==> src/rtl/note_len_ctr.sv <==
module note_len_ctr (
  input  logic       clk,
  input  logic       rst_n,
  input  logic       ctl_we,
  input  logic [7:0] ctl_data,
  input  logic       len_we,
  input  logic [7:0] len_data,
  input  logic       chan_en,
  input  logic       half_tick,
  output logic [7:0] count,
  output logic       active
);

  logic       halt_q;
  logic [7:0] load_val;

  always_comb begin
    unique case (len_data[7:3])
      5'd0:  load_val = 8'd10;
      5'd1:  load_val = 8'd254;
      5'd2:  load_val = 8'd20;
      5'd3:  load_val = 8'd2;
      5'd4:  load_val = 8'd40;
      5'd5:  load_val = 8'd4;
      5'd6:  load_val = 8'd80;
      5'd7:  load_val = 8'd6;
      5'd8:  load_val = 8'd160;
      5'd9:  load_val = 8'd8;
      5'd10: load_val = 8'd60;
      5'd11: load_val = 8'd10;
      5'd12: load_val = 8'd14;
      5'd13: load_val = 8'd12;
      5'd14: load_val = 8'd26;
      5'd15: load_val = 8'd14;
      5'd16: load_val = 8'd12;
      5'd17: load_val = 8'd16;
      5'd18: load_val = 8'd24;
      5'd19: load_val = 8'd18;
      5'd20: load_val = 8'd48;
      5'd21: load_val = 8'd20;
      5'd22: load_val = 8'd96;
      5'd23: load_val = 8'd22;
      5'd24: load_val = 8'd192;
      5'd25: load_val = 8'd24;
      5'd26: load_val = 8'd72;
      5'd27: load_val = 8'd26;
      5'd28: load_val = 8'd16;
      5'd29: load_val = 8'd28;
      5'd30: load_val = 8'd32;
      default: load_val = 8'd30;
    endcase
  end

  always_ff @(posedge clk or negedge rst_n)
    if (!rst_n)      halt_q <= 1'b0;
    else if (ctl_we) halt_q <= ctl_data[5];

  always_ff @(posedge clk or negedge rst_n)
    if (!rst_n)                                  count <= 8'd0;
    else if (!chan_en)                           count <= 8'd0;
    else if (len_we)                             count <= load_val;
    else if (half_tick && !halt_q && count != 0) count <= count - 8'd1;

  assign active = |count;

  AST_DISABLED_ZERO: assert property (@(posedge clk) disable iff (!rst_n)
    !chan_en |=> count == 8'd0);
  AST_HALT_HOLD: assert property (@(posedge clk) disable iff (!rst_n)
    (chan_en && !len_we && halt_q) |=> $stable(count));
  AST_NO_WRAP: assert property (@(posedge clk) disable iff (!rst_n)
    (count == 8'd0 && !len_we) |=> count == 8'd0);
  AST_STEP_ONE: assert property (@(posedge clk) disable iff (!rst_n)
    (chan_en && !len_we && half_tick && !halt_q && count != 8'd0) |=> count == $past(count) - 8'd1);
  AST_IDLE_HOLD: assert property (@(posedge clk) disable iff (!rst_n)
    (chan_en && !len_we && !half_tick) |=> $stable(count));
  AST_LOAD_NONZERO: assert property (@(posedge clk) disable iff (!rst_n)
    (chan_en && len_we) |=> active);

endmodule

==> config.mk <==
export PLATFORM = sky130hd
export DESIGN_NAME = note_len_ctr
export DESIGN_NICKNAME = d
export VERILOG_FILES = /design/src/rtl/note_len_ctr.sv
export SDC_FILE = /design/constraint.sdc
export NUM_CORES = 1
export LEC_CHECK = 0
export CAP_MARGIN = 20
export CORE_ASPECT_RATIO = 0.9
export CORE_UTILIZATION = 51
export CTS_BUF_LIST = sky130_fd_sc_hd__clkbuf_8
export DETAILED_ROUTE_END_ITERATION = 8
export PLACE_DENSITY = 0.88
export SETUP_SLACK_MARGIN = 0.1
export SLEW_MARGIN = 15
export SYNTH_ARGS = -nofsm -noshare
export SYNTH_HDL_FRONTEND = slang
export SYNTH_SLANG_ARGS = --single-unit
==> constraint.sdc <==
create_clock -name clk -period 3.4 [get_ports clk]
set_input_delay 0.51 -clock clk [delete_from_list [all_inputs] [get_ports clk]]
set_output_delay 0.51 -clock clk [all_outputs]
set_load 0.01 [all_outputs]
### Word-level counts from Yosys, hierarchy flattened

Memory sizes are Yosys's and may differ from the RTL's.
Index checks and enable logic that the tools add are counted.

| word-level totals | value |
|---|---|
| bits in registers | 9 |
| memory bits (read-only) | 224 |
| memories kept | 1 |
| output and inout bits | 9 |
| word-level logic and storage cells | 13 |
| input port bits | 22 |

| operators by class | value |
|---|---|
| add/subtract/negate cells | 1 |
| eq/ne operators | 1 |
| reductions and logical operators | 5 |
| muxes and demuxes | 3 |

Memory list:

| memory | depth | width | rd ports | clocked after memory_dff | write ports | RTL line | source |
|---|---|---|---|---|---|---|---|
| (name not given) | 32 | 7 | 1 | 0 | 0 | 18 | `unique case (len_data[7:3])` |

Operators with widths:

| kind | count |
|---|---|
| 8-bit two-way mux | 3 |
| 8-bit nonzero test | 1 |
| 8-bit OR reduction | 1 |
| 8-bit by 1-bit subtractor with 8-bit output (second input constant) | 1 |
| 3-bit by 2-bit inequality test with 1-bit output (second input constant) | 1 |
| 1-bit logical AND | 2 |
| 1-bit logical NOT | 1 |

### Longest topological paths before layout

| depth | value |
|---|---|
| word-level depth | 6 |
| mapped depth | 6 |
| depth with buffers taken out | 6 |

### Worst setup path after synthesis

Ideal clock, no wire load.

| timing | value |
|---|---|
| path type | register -> register |
| from | reg count[0] |
| to | reg count[1] |
| stages on the path, launching flop included | 7 |
| required time | 3.320 ns |
| buffers on the path | 1 |
| clock period less this slack | 1.775 ns |
| slack | 1.625 ns |
| setup time | 0.080 ns |
| arrival | 1.695 ns |
| cells stage by stage | dfrtp_1 -> inv_1 -> ha_1 -> clkbuf_2 -> a311oi_1 -> mux2_2 -> o22ai_2 |

| on the way | value |
|---|---|
| word-level cells in the longest chain between the ends | 4 |
| elaborated cells on any way between the ends | 7 |
| classes of those cells | 1 x add/sub; 1 x eq/ne; 3 x mux; 2 x reduce/logical |

RTL lines:

| item | RTL line | source |
|---|---|---|
| from (decl) | 10 | `output logic [7:0] count,` |
| from (signal assigned) | 61 | `else if (len_we) count <= load_val;` |
| from (signal assigned) | 62 | `else if (half_tick && !halt_q && count != 0) count <= count - 8'd1;` |
| 8-bit by 1-bit subtractor with 8-bit output | 62 |  |
| 8-bit two-way mux | 62 |  |
| 8-bit two-way mux | 61 |  |
| 8-bit two-way mux | 60 | `else if (!chan_en) count <= 8'd0;` |

Parallel ways exist; a longest one is shown, timed or not. The select of a mux whose other input is x is not followed.
A chain may end at the register's enable or synchronous reset.

### Worst setup path in the final report

| timing | value |
|---|---|
| from | in len_data[3] |
| to | reg count[2] |

| on the way | value |
|---|---|
| word-level cells in the longest chain between the ends | 3 |

RTL lines:

| item | RTL line | source |
|---|---|---|
| from (decl) | 7 | `input logic [7:0] len_data,` |
| memory 32 x 7 bit | - |  |
| 8-bit two-way mux | 61 |  |
| 8-bit two-way mux | 60 |  |

Every way passes these cells.

==> impl_metrics.yaml <==
die:
  chipWidth_um: 47.4
  io_pins: 31
  die_area_um2: 2030
  fp.dieH_um: 42.9
  rows: 14
  coreArea_um2: 1700
  start_util_pct: 55.7
placement:
  postPlaceCellArea_um2: 1140
  io_buffers: 20
  dp_hpwl_um: 1720
  dp_slack_ns: 0.857
  globalplace.congestion: 0.785
clock_network:
  cts_root_buffer: "clkbuf_8"
  clk_pin_slew_ns: 0.05
  h-tree-depth: 1
  cts_resized: 0
  cts_tree: "done"
  cts.hold.buffers_added: 0
  clk_latency_ns: 0.23
  cts_setup_buffers: 0
  cts_buffers: 3
  cts_buffer_depth: 2
  clock-sinks: 9
global_routing:
  grt_pass1_wl_um: 3760
  grt_pass1_vias: 793
  grtUsageTotal_pct: 26.0
  met1_usage_pct: 36.3
  use_met2_pct: 41.1
  overflow: 0
  antenna_found_initial: 0
  use_met3_pct: 1.28
  grt_start_max_net_pins: 19
  grt_busiest_layer: "met2"
setup_path:
  crit_fanout: 10
  cp-start-kind: "primary input"
  end_kind: "flop"
  regToRegStartpoint: "count[0]"
  worstSetupPathType: "in2reg"
  arrival_ns: 2.47
  crit_required_ns: 3.50
  reg2regPathDepth: 5
  crit_end: "count[2]"
  cp-startpoint: "len_data[3]"
  reg2reg_to: "count[1]"
  rrSetupSlack_ns: 1.44
final_layout:
  final_layout_size_suffix_gt1_share_pct: 9.52
  areaGrowthSynthToFinish_pct: 24.7
  final_nets: 156
  antenna_cells: 0
  final_cell_mix: "clkdlybuf4s50_1 (20), inv_1 (10), dfrtp_1 (9), nor2_1 (7), ha_1 (7)"
  fin_util_pct: 69.5
  final_common_cell: "clkdlybuf4s50_1"
  design_area_um2: 1180
synth:
  synth-seq-cells: 9
  synth_area_um2: 947
  syn_avg_cell_area_um2: 8.69
  synth_area_leaders: "dfrtp_1 (24%), ha_1 (9.2%), inv_1 (3.6%)"
  synth_largest_area_cell: "dfrtp_1"
  syn_inst: 109
  yosysWarningCount: 0
  ys_async_sr_fraction_pct: 100
  synthesis.nets: 138
  synthDistinctLibCells: 48
  synth-edff-count: 0
  synth_flop_cell: "dfrtp_1"
  seq_area_frac_synth_pct: 23.8
  synth_top_cell_area_share_pct: 23.8
timing:
  period_share_pct: 69.6
  hold_slack_ns: 0.573
  fin_ws_ns: 1.03
  clock_skew_ns: 0.00348
  finalSetupTns_ns: 0
  max_freq_mhz: 423
  setup_viol: 0
  period_needed_ns: 2.37
  tightest_slew_ns: 0.641
  slew_viol_final: 0
  max_slew_margin_pct: 57.0
  grt_setup_unrepaired: "no"
  finalHoldViolations: 0
drt:
  post_drt_via_cell_ratio: 6.03
  wl_per_cell_um: 15.1
  postRouteAntennaNets: 0
  drc: 0
  vias: 904
  drt_iter0_drc: 27
  firstDrtPassIters: 4
  routed_wl_um: 2260
min_path:
  hold_path_class: "in2async"
run:
  max_cap_viol_count: 0
power_and_ir_drop:
  p_leak_uw: 0.000491
  p_per_area_nw_per_um2: 328
  peakVddDrop_v: 0.000162
run_status:
  status: "complete, no violations"
-- per-layer routing --
layer  vias to the layer above  part of all wire [%]
met1                       426                    43
met2                        35                    52
li1                        441                     -
met3                         2                   3.4
met4                         0                  0.62
met5                         -                     0
-- synth_stat cells, types with 2 or more instances --
cell type and count:
nand3_1 4, mux2_2 3, o22ai_1 2, o211ai_1 2, o311a_1 2, nor2_1 7, a21oi_1 6, a31oi_1 2
nor2b_1 5, nand2b_1 2, nand3b_1 2, o21ai_0 3, inv_1 9, nor3_1 2, nand2_1 6, mux2i_1 2
a2111oi_0 2, buf_2 2, o21a_1 2, dfrtp_1 9, clkbuf_1 2, ha_1 7
-- worst min-delay path by stage --
stage               slack (ns)  startpoint  endpoint
floorplan                 0.21       rst_n  count[0]
global placement          0.56      halt_q    halt_q
detailed placement        0.57      halt_q    halt_q
CTS                       0.58       rst_n  count[0]
global route              0.59      halt_q    halt_q
finish                    0.57       rst_n  count[0]
-- sequential cells by signal (all words and copies together) (netlist names) --
name	flops
halt_q	1
count	8
-- logic make-up (layout without fill, tap and decap cells) --
family	after synthesis	after routing	share of synthesized area, %
and+or+nand+nor	38	38	24.4
AOI/OAI and AO/OA	32	32	27.1
buffers and inverters	16	33	7.93
DFF	9	9	23.8
adders and majority gates	7	7	9.25
muxes	5	5	5.68
xor gates and xnor gates	2	2	1.85
-- metrics by stage --
step,cells,total power (µW)
after floorplan,109,218
after global placement,146,261
after detailed placement,146,267
after CTS,150,387
after global routing,150,409
final,150,388
-- critical path, stage by stage --
cell             delay [ns]
clkdlybuf4s50_1        0.66
inv_1                  0.16
ha_1                   0.33
nor3b_1                0.15
a2111oi_0              0.40
a211o_1                0.18
a21oi_1                0.07
-- final cells by class --
class                   count  area (µm²)
multi-input cells          84         647
clock inverters             1        3.75
inverters                   9        33.8
fillers                   141         518
clock buffers               3        41.3
flip-flops and latches      9         225
well taps                  24        30.0
repair buffers             20         200
-- report_power, final --
| group | internal (µW) | total [µW] | switching [µW] |
|---|---|---|---|
| clock | 78.6 | 120 | 41.4 |
| sequential | 116 | 130 | 14.1 |
| combinational | 70.0 | 138 | 68.2 |
| total | 264 | 388 | 124 |
Power figures use the tool's default switching activity.
